`src/rtl/readout_pkg.sv`:
```
package readout_pkg;
  localparam int DIGIT_W = 4;
  typedef logic [DIGIT_W-1:0] bcd_t;

  typedef struct packed {
    bcd_t digit;
    logic blank;
    logic sym;
  } col_rec_t;
endpackage

```
`src/rtl/rdo_ovf_flag.sv`:
```
module rdo_ovf_flag (
  input  logic clk,
  input  logic rst_n,
  input  logic carry,
  input  logic start,
  output logic flag
);
  always_ff @(posedge clk) begin
    if (!rst_n)     flag <= 1'b0;
    else if (carry) flag <= 1'b1;
    else if (start) flag <= 1'b0;
  end
endmodule

```
`src/rtl/rdo_digit_sel.sv`:
```
module rdo_digit_sel
  import readout_pkg::*;
#(
  parameter int NUM_DIGITS = 8,
  parameter int IDX_W      = $clog2(NUM_DIGITS)
) (
  input  logic [NUM_DIGITS*DIGIT_W-1:0] count,
  input  logic [IDX_W-1:0]              idx,
  output bcd_t                          digit
);
  bcd_t lanes [NUM_DIGITS];

  // Column 0 sits in the top nibble.
  for (genvar g = 0; g < NUM_DIGITS; g++) begin : g_lane
    assign lanes[g] = count[(NUM_DIGITS-1-g)*DIGIT_W +: DIGIT_W];
  end

  always_comb begin
    digit = '0;
    for (int i = 0; i < NUM_DIGITS; i++) begin
      if (idx == IDX_W'(i)) digit = lanes[i];
    end
  end
endmodule

```
`src/rtl/rdo_blank_track.sv`:
```
module rdo_blank_track
  import readout_pkg::*;
#(
  parameter int NUM_DIGITS = 8,
  parameter int IDX_W      = $clog2(NUM_DIGITS)
) (
  input  logic             clk,
  input  logic             rst_n,
  input  logic             accept,
  input  logic [IDX_W-1:0] idx,
  input  bcd_t             digit,
  input  logic             ovf,
  output col_rec_t         rec
);
  localparam logic [IDX_W-1:0] LAST_COL = IDX_W'(NUM_DIGITS - 1);

  logic lead_q;
  logic lead_in;
  logic is_zero;
  logic first_col;

  assign first_col = (idx == '0);
  assign lead_in   = first_col ? 1'b1 : lead_q;
  assign is_zero   = (digit == '0);

  always_comb begin
    rec.digit = digit;
    rec.sym   = first_col && ovf;
    rec.blank = !rec.sym && lead_in && is_zero && (idx != LAST_COL);
  end

  always_ff @(posedge clk) begin
    if (!rst_n)      lead_q <= 1'b1;
    else if (accept) lead_q <= lead_in && is_zero;
  end
endmodule

```
`src/rtl/digit_readout.sv`:
```
module digit_readout
  import readout_pkg::*;
#(
  parameter int NUM_DIGITS = 8,
  parameter int IDX_W      = $clog2(NUM_DIGITS)
) (
  input  logic                          clk,
  input  logic                          rst_n,
  input  logic [NUM_DIGITS*DIGIT_W-1:0] count_bcd,
  input  logic                          ovf_carry,
  input  logic                          meas_start,
  input  logic                          scan_valid,
  output logic                          scan_ready,
  input  logic [IDX_W-1:0]              scan_col,
  output logic                          out_valid,
  input  logic                          out_ready,
  output logic [DIGIT_W-1:0]            out_digit,
  output logic                          out_blank,
  output logic                          out_sym,
  output logic [IDX_W-1:0]              out_col
);
  logic     ovf_q;
  logic     accept;
  bcd_t     sel_digit;
  col_rec_t next_rec;
  col_rec_t rec_q;

  assign scan_ready = !out_valid || out_ready;
  assign accept     = scan_valid && scan_ready;

  rdo_ovf_flag u_flag (
    .clk   (clk),
    .rst_n (rst_n),
    .carry (ovf_carry),
    .start (meas_start),
    .flag  (ovf_q)
  );

  rdo_digit_sel #(.NUM_DIGITS(NUM_DIGITS), .IDX_W(IDX_W)) u_sel (
    .count (count_bcd),
    .idx   (scan_col),
    .digit (sel_digit)
  );

  rdo_blank_track #(.NUM_DIGITS(NUM_DIGITS), .IDX_W(IDX_W)) u_blank (
    .clk    (clk),
    .rst_n  (rst_n),
    .accept (accept),
    .idx    (scan_col),
    .digit  (sel_digit),
    .ovf    (ovf_q),
    .rec    (next_rec)
  );

  always_ff @(posedge clk) begin
    if (!rst_n) begin
      out_valid <= 1'b0;
      rec_q     <= '0;
      out_col   <= '0;
    end else if (accept) begin
      out_valid <= 1'b1;
      rec_q     <= next_rec;
      out_col   <= scan_col;
    end else if (out_ready) begin
      out_valid <= 1'b0;
    end
  end

  assign out_digit = rec_q.digit;
  assign out_blank = rec_q.blank;
  assign out_sym   = rec_q.sym;
endmodule

```
`config.mk`:
```
export PLATFORM = sky130hd
export DESIGN_NAME = digit_readout
export DESIGN_NICKNAME = d
export VERILOG_FILES = /design/src/rtl/readout_pkg.sv /design/src/rtl/rdo_ovf_flag.sv /design/src/rtl/rdo_digit_sel.sv /design/src/rtl/rdo_blank_track.sv /design/src/rtl/digit_readout.sv
export SDC_FILE = /design/constraint.sdc
export NUM_CORES = 1
export LEC_CHECK = 0
export BUFFER_PORTS_ARGS = -buffer_cell sky130_fd_sc_hd__clkbuf_2
export CAP_MARGIN = 40
export CORE_MARGIN = 2
export CORE_UTILIZATION = 42
export DETAILED_ROUTE_END_ITERATION = 10
export GPL_TIMING_DRIVEN = 0
export PLACE_DENSITY = 0.83
export SYNTH_ARGS = -nofsm -noshare
export SYNTH_HDL_FRONTEND = slang
export SYNTH_SLANG_ARGS = --single-unit
```
`constraint.sdc`:
```
create_clock -name clk -period 1.6 [get_ports clk]
set_input_delay 0 -clock clk [delete_from_list [all_inputs] [get_ports clk]]
set_output_delay 0 -clock clk [all_outputs]
set_load 0.01 [all_outputs]
```
* Word-level counts from Yosys, hierarchy flattened *
Cells that the tools add are included.

word-level totals
  flip-flop bits (word level) = 12
  input port bits = 41
  output and inout bits = 11
  word-level logic and storage cells = 41

operators by class
  equal/unequal tests = 8
  mux-type cells = 13
  reductions and logical operators = 13

operators with widths
  kind                                                 count
  2-to-1 mux 4 bit                                     8
  equality test 3 bit, second input constant           4
  equality test 3 x 2 -> 1 bit, second input constant  2
  logical AND 1 bit                                    6
  2-to-1 mux 1 bit                                     5
  logical NOT 4 bit                                    1
  nonzero test 2 bit                                   2
  equality test 3 x 1 -> 1 bit, second input constant  1
  logical NOT 3 bit                                    1
  != test 3 bit, second input constant                 1
  logical NOT 1 bit                                    2
  logical OR 1 bit                                     1

* Depth between registers and ports, before layout *
Gate-level depths: netlist (run 1).

  depth in word-level cells = 12
  gate-level depth with buffers = 7

* Hierarchy *
From an unflattened synthesis (run 1), not the netlist that was laid out.

unflattened totals
  cells, all modules = 82
  area, all modules = 877.1 um2

by module, submodules not included
  module           times used  cells an instance  area an instance (um2)  seq. area each (um2)
  digit_readout    1           44                 415.4                   200.2
  rdo_digit_sel    1           22                 290.3                   0.0
  rdo_blank_track  1           13                 130.1                   20.0
  rdo_ovf_flag     1           3                  41.3                    20.0

* Least setup slack after synthesis (run 1) *
OpenSTA, ideal clock, no wires.

  kind = register -> register
  start point = register out_valid
  end point = register rec_q, in the netlist out_digit[3]
  library setup time = 0.122 ns
  arrival time = 1.218 ns
  path slack = 0.260 ns
  stages on the path, launching flop included = 7
  buffers on the path = 1
  cell sequence = dfxtp_1 -> nand2b_1 -> nand2_1 -> clkbuf_1 -> inv_1 -> o21ai_0 -> nor2_1

between the ends
  longest elaborated chain between the ends = 3

ends and longest elaborated chain
  item                    line                 text
  from (decl)             digit_readout.sv:15  output logic out_valid,
  from (signal assigned)  digit_readout.sv:57  out_valid <= 1'b0;
  from (signal assigned)  digit_readout.sv:61  out_valid <= 1'b1;
  from (signal assigned)  digit_readout.sv:65  out_valid <= 1'b0;
  logical NOT 1 bit       digit_readout.sv:28  assign scan_ready = !out_valid || out_ready;
  logical OR 1 bit        digit_readout.sv:28
  net scan_ready          digit_readout.sv:13  output logic scan_ready,
  logical AND 1 bit       digit_readout.sv:29  assign accept = scan_valid && scan_ready;
  to (signal assigned)    digit_readout.sv:62  rec_q <= next_rec;
  to (decl)               digit_readout.sv:26  col_rec_t rec_q;

The timed path passes the listed nets, and every way through them passes these cells.
A chain may end at the register's enable or synchronous reset.

* Worst setup path in the final report (run 1) *
  start point = register out_valid
  end point = register rec_q, in the netlist out_digit[3]

between the ends
  longest elaborated chain between the ends = 3

ends and longest elaborated chain
  item               line
  logical NOT 1 bit  digit_readout.sv:28
  logical OR 1 bit   digit_readout.sv:28
  logical AND 1 bit  digit_readout.sv:29

No other way between the ends.

==> results of run 1 <==
==> how the worst max path moves through the flow <==
| stage | end | slack, ns | start | cells after the start |
|---|---|---|---|---|
| 2_1_floorplan | out_digit[3] | 0.26 | out_valid | 6 |
| 3_3_place_gp | out_digit[3] | 0.22 | out_valid | 6 |
| 3_5_place_dp | out_digit[3] | 0.18 | out_valid | 6 |
| 4_1_cts | out_digit[3] | 0.16 | out_valid | 6 |
| 5_1_grt | out_digit[3] | 0.002 | out_valid | 6 |
| 6_report | out_digit[3] | 0.15 | out_valid | 6 |
==> area by class of cell <==
class	instances	area share, %
Multi-Input combinational cell	81	45.29
Timing Repair Buffer	53	23.10
Sequential cell	12	19.45
Buffer	9	5.269
Clock buffer	4	2.938
Tap cell	27	2.736
Inverter	4	1.216
==> worst max-delay path, cell delays in order, from the launching register on <==
cell and delay [ns]:
dfxtp_1 0.33, nand2b_1 0.10, nand2_1 0.17, clkbuf_1 0.36, inv_1 0.14, o21ai_0 0.17, nor2_1 0.06
==> flip-flops by register name (all words and copies together), names as in the netlist <==
signal          count
out_valid           1
out_digit           4
u_flag.flag         1
out_blank           1
out_sym             1
out_col             3
u_blank.lead_q      1
==> stage by stage <==
| step | cell area, um2 | utilization, % | hold WS [ns] |
|---|---|---|---|
| final | 1235 | 62.95 | 0.02975 |
| after global routing | 1235 | 62.95 | 0.03881 |
| after CTS | 1235 | 62.95 | 0.03249 |
| after detailed placement | 1159 | 59.06 | 0.2223 |
| after global placement | 1159 | 59.06 | 0.2084 |
| after floorplan | 879.6 | - | 0.1238 |
==> cells by family (layout without fill, tap and decap cells) <==
logic type	count (synthesis)	after routing	synth area share, %
buf+inv	13	70	9.102
flops	12	12	27.31
compound gates	28	28	24.18
simple gates	44	44	25.18
mux	9	9	14.22
==> report_power, final <==
group / internal, uW / leakage [uW] / switching, uW
Sequential: 317 / 0.0000989 / 9.59
Combinational: 125 / 0.000480 / 115
Clock: 139 / 0.0000210 / 105
Total: 581 / 0.000600 / 229
==> timing repair <==
item	4_1_cts	5_1_grt
hold buffers	4	0
endpoints found under the setup margin	0	0
endpoints found under the hold margin	3	0
==> metal layers <==
layer  up-vias  track usage (%)  wire (um)
met5         -                0          0
met4         0            10.19         38
met3         5            2.424        145
met2        40            32.89       1043
met1       408            23.68       1003
li1        497                -          -
==> cells in the final DEF (no fill, tap or decap), drive strengths merged, types with 3 or more instances in the layout <==
cell type,instances
nand3,6
nor2,6
dlygate4sd3,4
buf,6
dfxtp,12
o211ai,3
a21oi,3
clkbuf,56
and2,4
mux2i,5
nand2b,5
a21boi,4
nand2,15
inv,4
o21ai,7
==> flow_summary.toml, run 1 <==
[placed_design]
io_buffers = 49
post-place-ws_ns = 0.1823
dp_hpwl_mm = 1.813
dp.cells = 182
gp_congestion = 0.7923

[timing]
post-route-min-period_ns = 1.454
slew_headroom_pct = 72.80
skew_ns = 0.002408
fmax_ghz = 0.6879
timing.final.ws_setup_ns = 0.1464
setup_viol = 0
rsz0062_at_grt = "false"
worstMarginPinSlew_ns = 0.4081
slew_viol_final = 0
hold_viol_final = 0
finalCritPeriodShare_pct = 90.85
setup_tns_ns = 0

[synthesis]
synth_common_cells = "nand2_1, dfxtp_1, o21ai_0, nand3_1, nor2_1"
syn-num-nets = 147
synth_edf_count = 0
syn_area_um2 = 879.6
synth_top_area_cell = "dfxtp_1"
ys_types = 40
ys_ff_latch = 12
ys.flop_type = "dfxtp_1"
async_flop_share_pct = 0
ys.warnings.count = 0
synthTopCellsByArea = "dfxtp_1, nand2_1, mux2i_1"
synth_top_area_share_pct = 27.31
syn_inst = 106
syn_avg_cell_area_um2 = 8.298
ys_seq_area_share_pct = 27.31
yosysMostFrequentCell = "nand2_1"

[cts]
cts_root_buffer = "clkbuf_4"
cts_made_buffers = 3
cts_tree = "yes"
clockBufferDepth = 2
htree_levels = 1
cts_resized = 0
cts_setup_buffers = 0
cts.sinks = 12
clk_pin_slew_ns = 0.08
insertion_delay_ns = 0.28

[cells_and_area]
syn2layout_area_growth_pct = 40.40
fillers = 198
seq_area_um2 = 240.2
multi_input_area_um2 = 559.3
final_cells = 190
fin_nets = 205
drive_gt1_share_pct = 41.72
num_antenna_cells = 0

[route]
vias = 950
antenna_left = 0
first_iter_violations = 8
wl_per_cell_um = 11.74
first_pass_iters = 4
drc_errors = 0
drt_wl_total_mm = 2.230
via_per_inst = 5.000

[worst_setup_path]
crit_path_max_fanout = 10
arrival_ns = 1.62
r2r_slack_ns = 0.15
crit_type = "flip-flop to flip-flop"
reg2reg_from = "out_valid"
rr_worst_depth = 6
startpoint_type = "flip-flop"
critPathRequiredTime_ns = 1.77
worstReg2RegEnd = "out_digit[3]"
end_kind = "flip-flop"

[global_routing]
grt_pass1_vias = 959
grt_pass1_wl_mm = 3.746
grt_usage_pct = 19.36
grt_remaining_overflow = 0
antenna_found_initial = 0
grt_max_degree = 11

[min_path]
holdPathEnd = "u_flag.flag"
min_path_cells = 3
hold_start = "meas_start"
hold_path_class = "input port to flip-flop"

[floorplanning]
die_h_um = 49.77
core_mm2 = 0.001962
start_util_pct = 44.83
ios = 52
rows = 16
die_w_um = 49.77
dieArea_mm2 = 0.002477

[power_and_ir_drop]
total_power_uw = 810.6
leakagePower_uw = 0.0005998
p_per_area_mw_per_mm2 = 656.4
vdd_drop_max_uv = 395.6

[run_status]
run_status = "finished clean"

[job]
maxCapViolCount = 0
Power figures use the tool's default switching activity.
==> run 2, diff against run 1 <==
REMOVE_ABC_BUFFERS = 1   (was default)
SLEW_MARGIN = 20   (was default)
==> run 2 against run 1 <==
Effect of this change:
- worst setup slack better by 0.044 ns
- global-route usage down 0.78 points
- critical path depth down 1
- total power down 3.0%
- critical path type is now input port to flip-flop
- largest cell class unchanged
- largest power group unchanged
==> flow_summary.toml, run 2 (synthesis results as in run 1) <==
[timing]
worstMarginPinSlew_ns = 0.5281
finalCritPeriodShare_pct = 88.11
post-route-min-period_ns = 1.410
hold_viol_final = 0
setup_viol = 0
skew_ns = 0.002953
slew_viol_final = 0
fmax_ghz = 0.7094
setup_tns_ns = 0
rsz0062_at_grt = "false"
slew_headroom_pct = 64.79

[worst_setup_path]
crit_path_max_fanout = 20
end_kind = "flip-flop"
critPathRequiredTime_ns = 1.79
startpoint_type = "input port"
arrival_ns = 1.60
crit_type = "input port to flip-flop"

[cells_and_area]
fillers = 192
syn2layout_area_growth_pct = 31.86
fin_util_pct = 59.12
final_cells = 181
largest_reg_flops = 4
drive_gt1_share_pct = 40.91
num_antenna_cells = 0
fin_nets = 196
final_cell_mix = "clkbuf_2, nand2_1, dfxtp_1, o21ai_0"
final_common_cell = "clkbuf_2"

[run_status]
run_status = "finished clean"

[cts]
cts_resized = 0
insertion_delay_ns = 0.27
cts_made_buffers = 3
holdBufCountCts = 2
htree_levels = 1
cts_setup_buffers = 0
cts_tree = "yes"
cts_root_buffer = "clkbuf_4"
clockBufferDepth = 2
cts.sinks = 12
clk_pin_slew_ns = 0.07

[route]
via_per_inst = 5.232
drc_errors = 0
first_iter_violations = 4
drt_wl_total_mm = 2.224
antenna_left = 0
vias = 947
wl_per_cell_um = 12.29
first_pass_iters = 4

[power_and_ir_drop]
p_per_area_mw_per_mm2 = 678.1
vdd_drop_max_uv = 562.9
leakagePower_uw = 0.0005607
total_power_uw = 786.5

[global_routing]
grt_pass1_vias = 887
grt_max_degree = 26
grt_remaining_overflow = 0
antenna_found_initial = 0
grt_usage_pct = 18.59
grt_pass1_wl_mm = 3.636

[floorplanning]
dieArea_mm2 = 0.002477
start_util_pct = 44.83
ios = 52
die_w_um = 49.77
die_h_um = 49.77
core_mm2 = 0.001962
rows = 16

[placed_design]
gp_congestion = 0.8201
dp.cells = 175
dp_hpwl_mm = 1.694
io_buffers = 51

[job]
maxCapViolCount = 0

[min_path]
hold_path_class = "input port to flip-flop"
-- run 2: cell types whose count changed in the layout (fill, tap and decap cells not counted), sizes merged --
cell         change
buf              -6
clkbuf           -1
dlygate4sd3      -2
-- run 2: worst paths after layout --
check / startpoint / to / slack, ns / cells past startpoint
worst max-delay path: scan_col[0] / out_blank / 0.19 / 5
worst min-delay path: meas_start / u_flag.flag / 0.03 / 3
worst max register to register: out_valid / out_digit[3] / 0.31 / 5
worst min register to register: out_col[0] / out_col[0] / 0.48 / 2
-- run 2: cell type report --
class,instances,area [um2],area share (%)
inverter,4,15.01,1.295
tap,27,33.78,2.913
multi-input combinational,81,559.3,48.22
sequential,12,240.2,20.71
clock buffer,4,36.28,3.128
timing repair buffer,53,275.3,23.73
-- run 2: stage by stage --
stage                     cell area [um2]  hold WS [ns]  setup slack [ns]
after global placement               1104        0.2089          -0.04378
after floorplan                     814.5       0.08887            0.3884
after global routing                 1160       0.02200           0.07157
final                                1160       0.02903            0.1903
after detailed placement             1104        0.2185           -0.1026
after CTS                            1160       0.02285            0.1785
-- run 2: critical path, cell delays in order --
cell and delay [ns]:
clkbuf_2 0.33, mux4_1 0.61, a21oi_1 0.24, o221ai_2 0.15, o31ai_2 0.26
-- run 2: power breakdown --
group / internal [uW] / switching (uW) / total, uW
registers: 317 / 9.36 / 327
logic: 111 / 111 / 222
clock network: 138 / 100 / 238
-- run 2: metal layers --
| metal | up-vias | share of wire, % | global-route usage (%) |
|---|---|---|---|
| met5 | - | 0 | 0 |
| met4 | 0 | 0 | 3.241 |
| met3 | 0 | 7.5 | 4.848 |
| met2 | 39 | 52 | 36.44 |
| met1 | 430 | 41 | 19.70 |
| li1 | 478 | - | - |
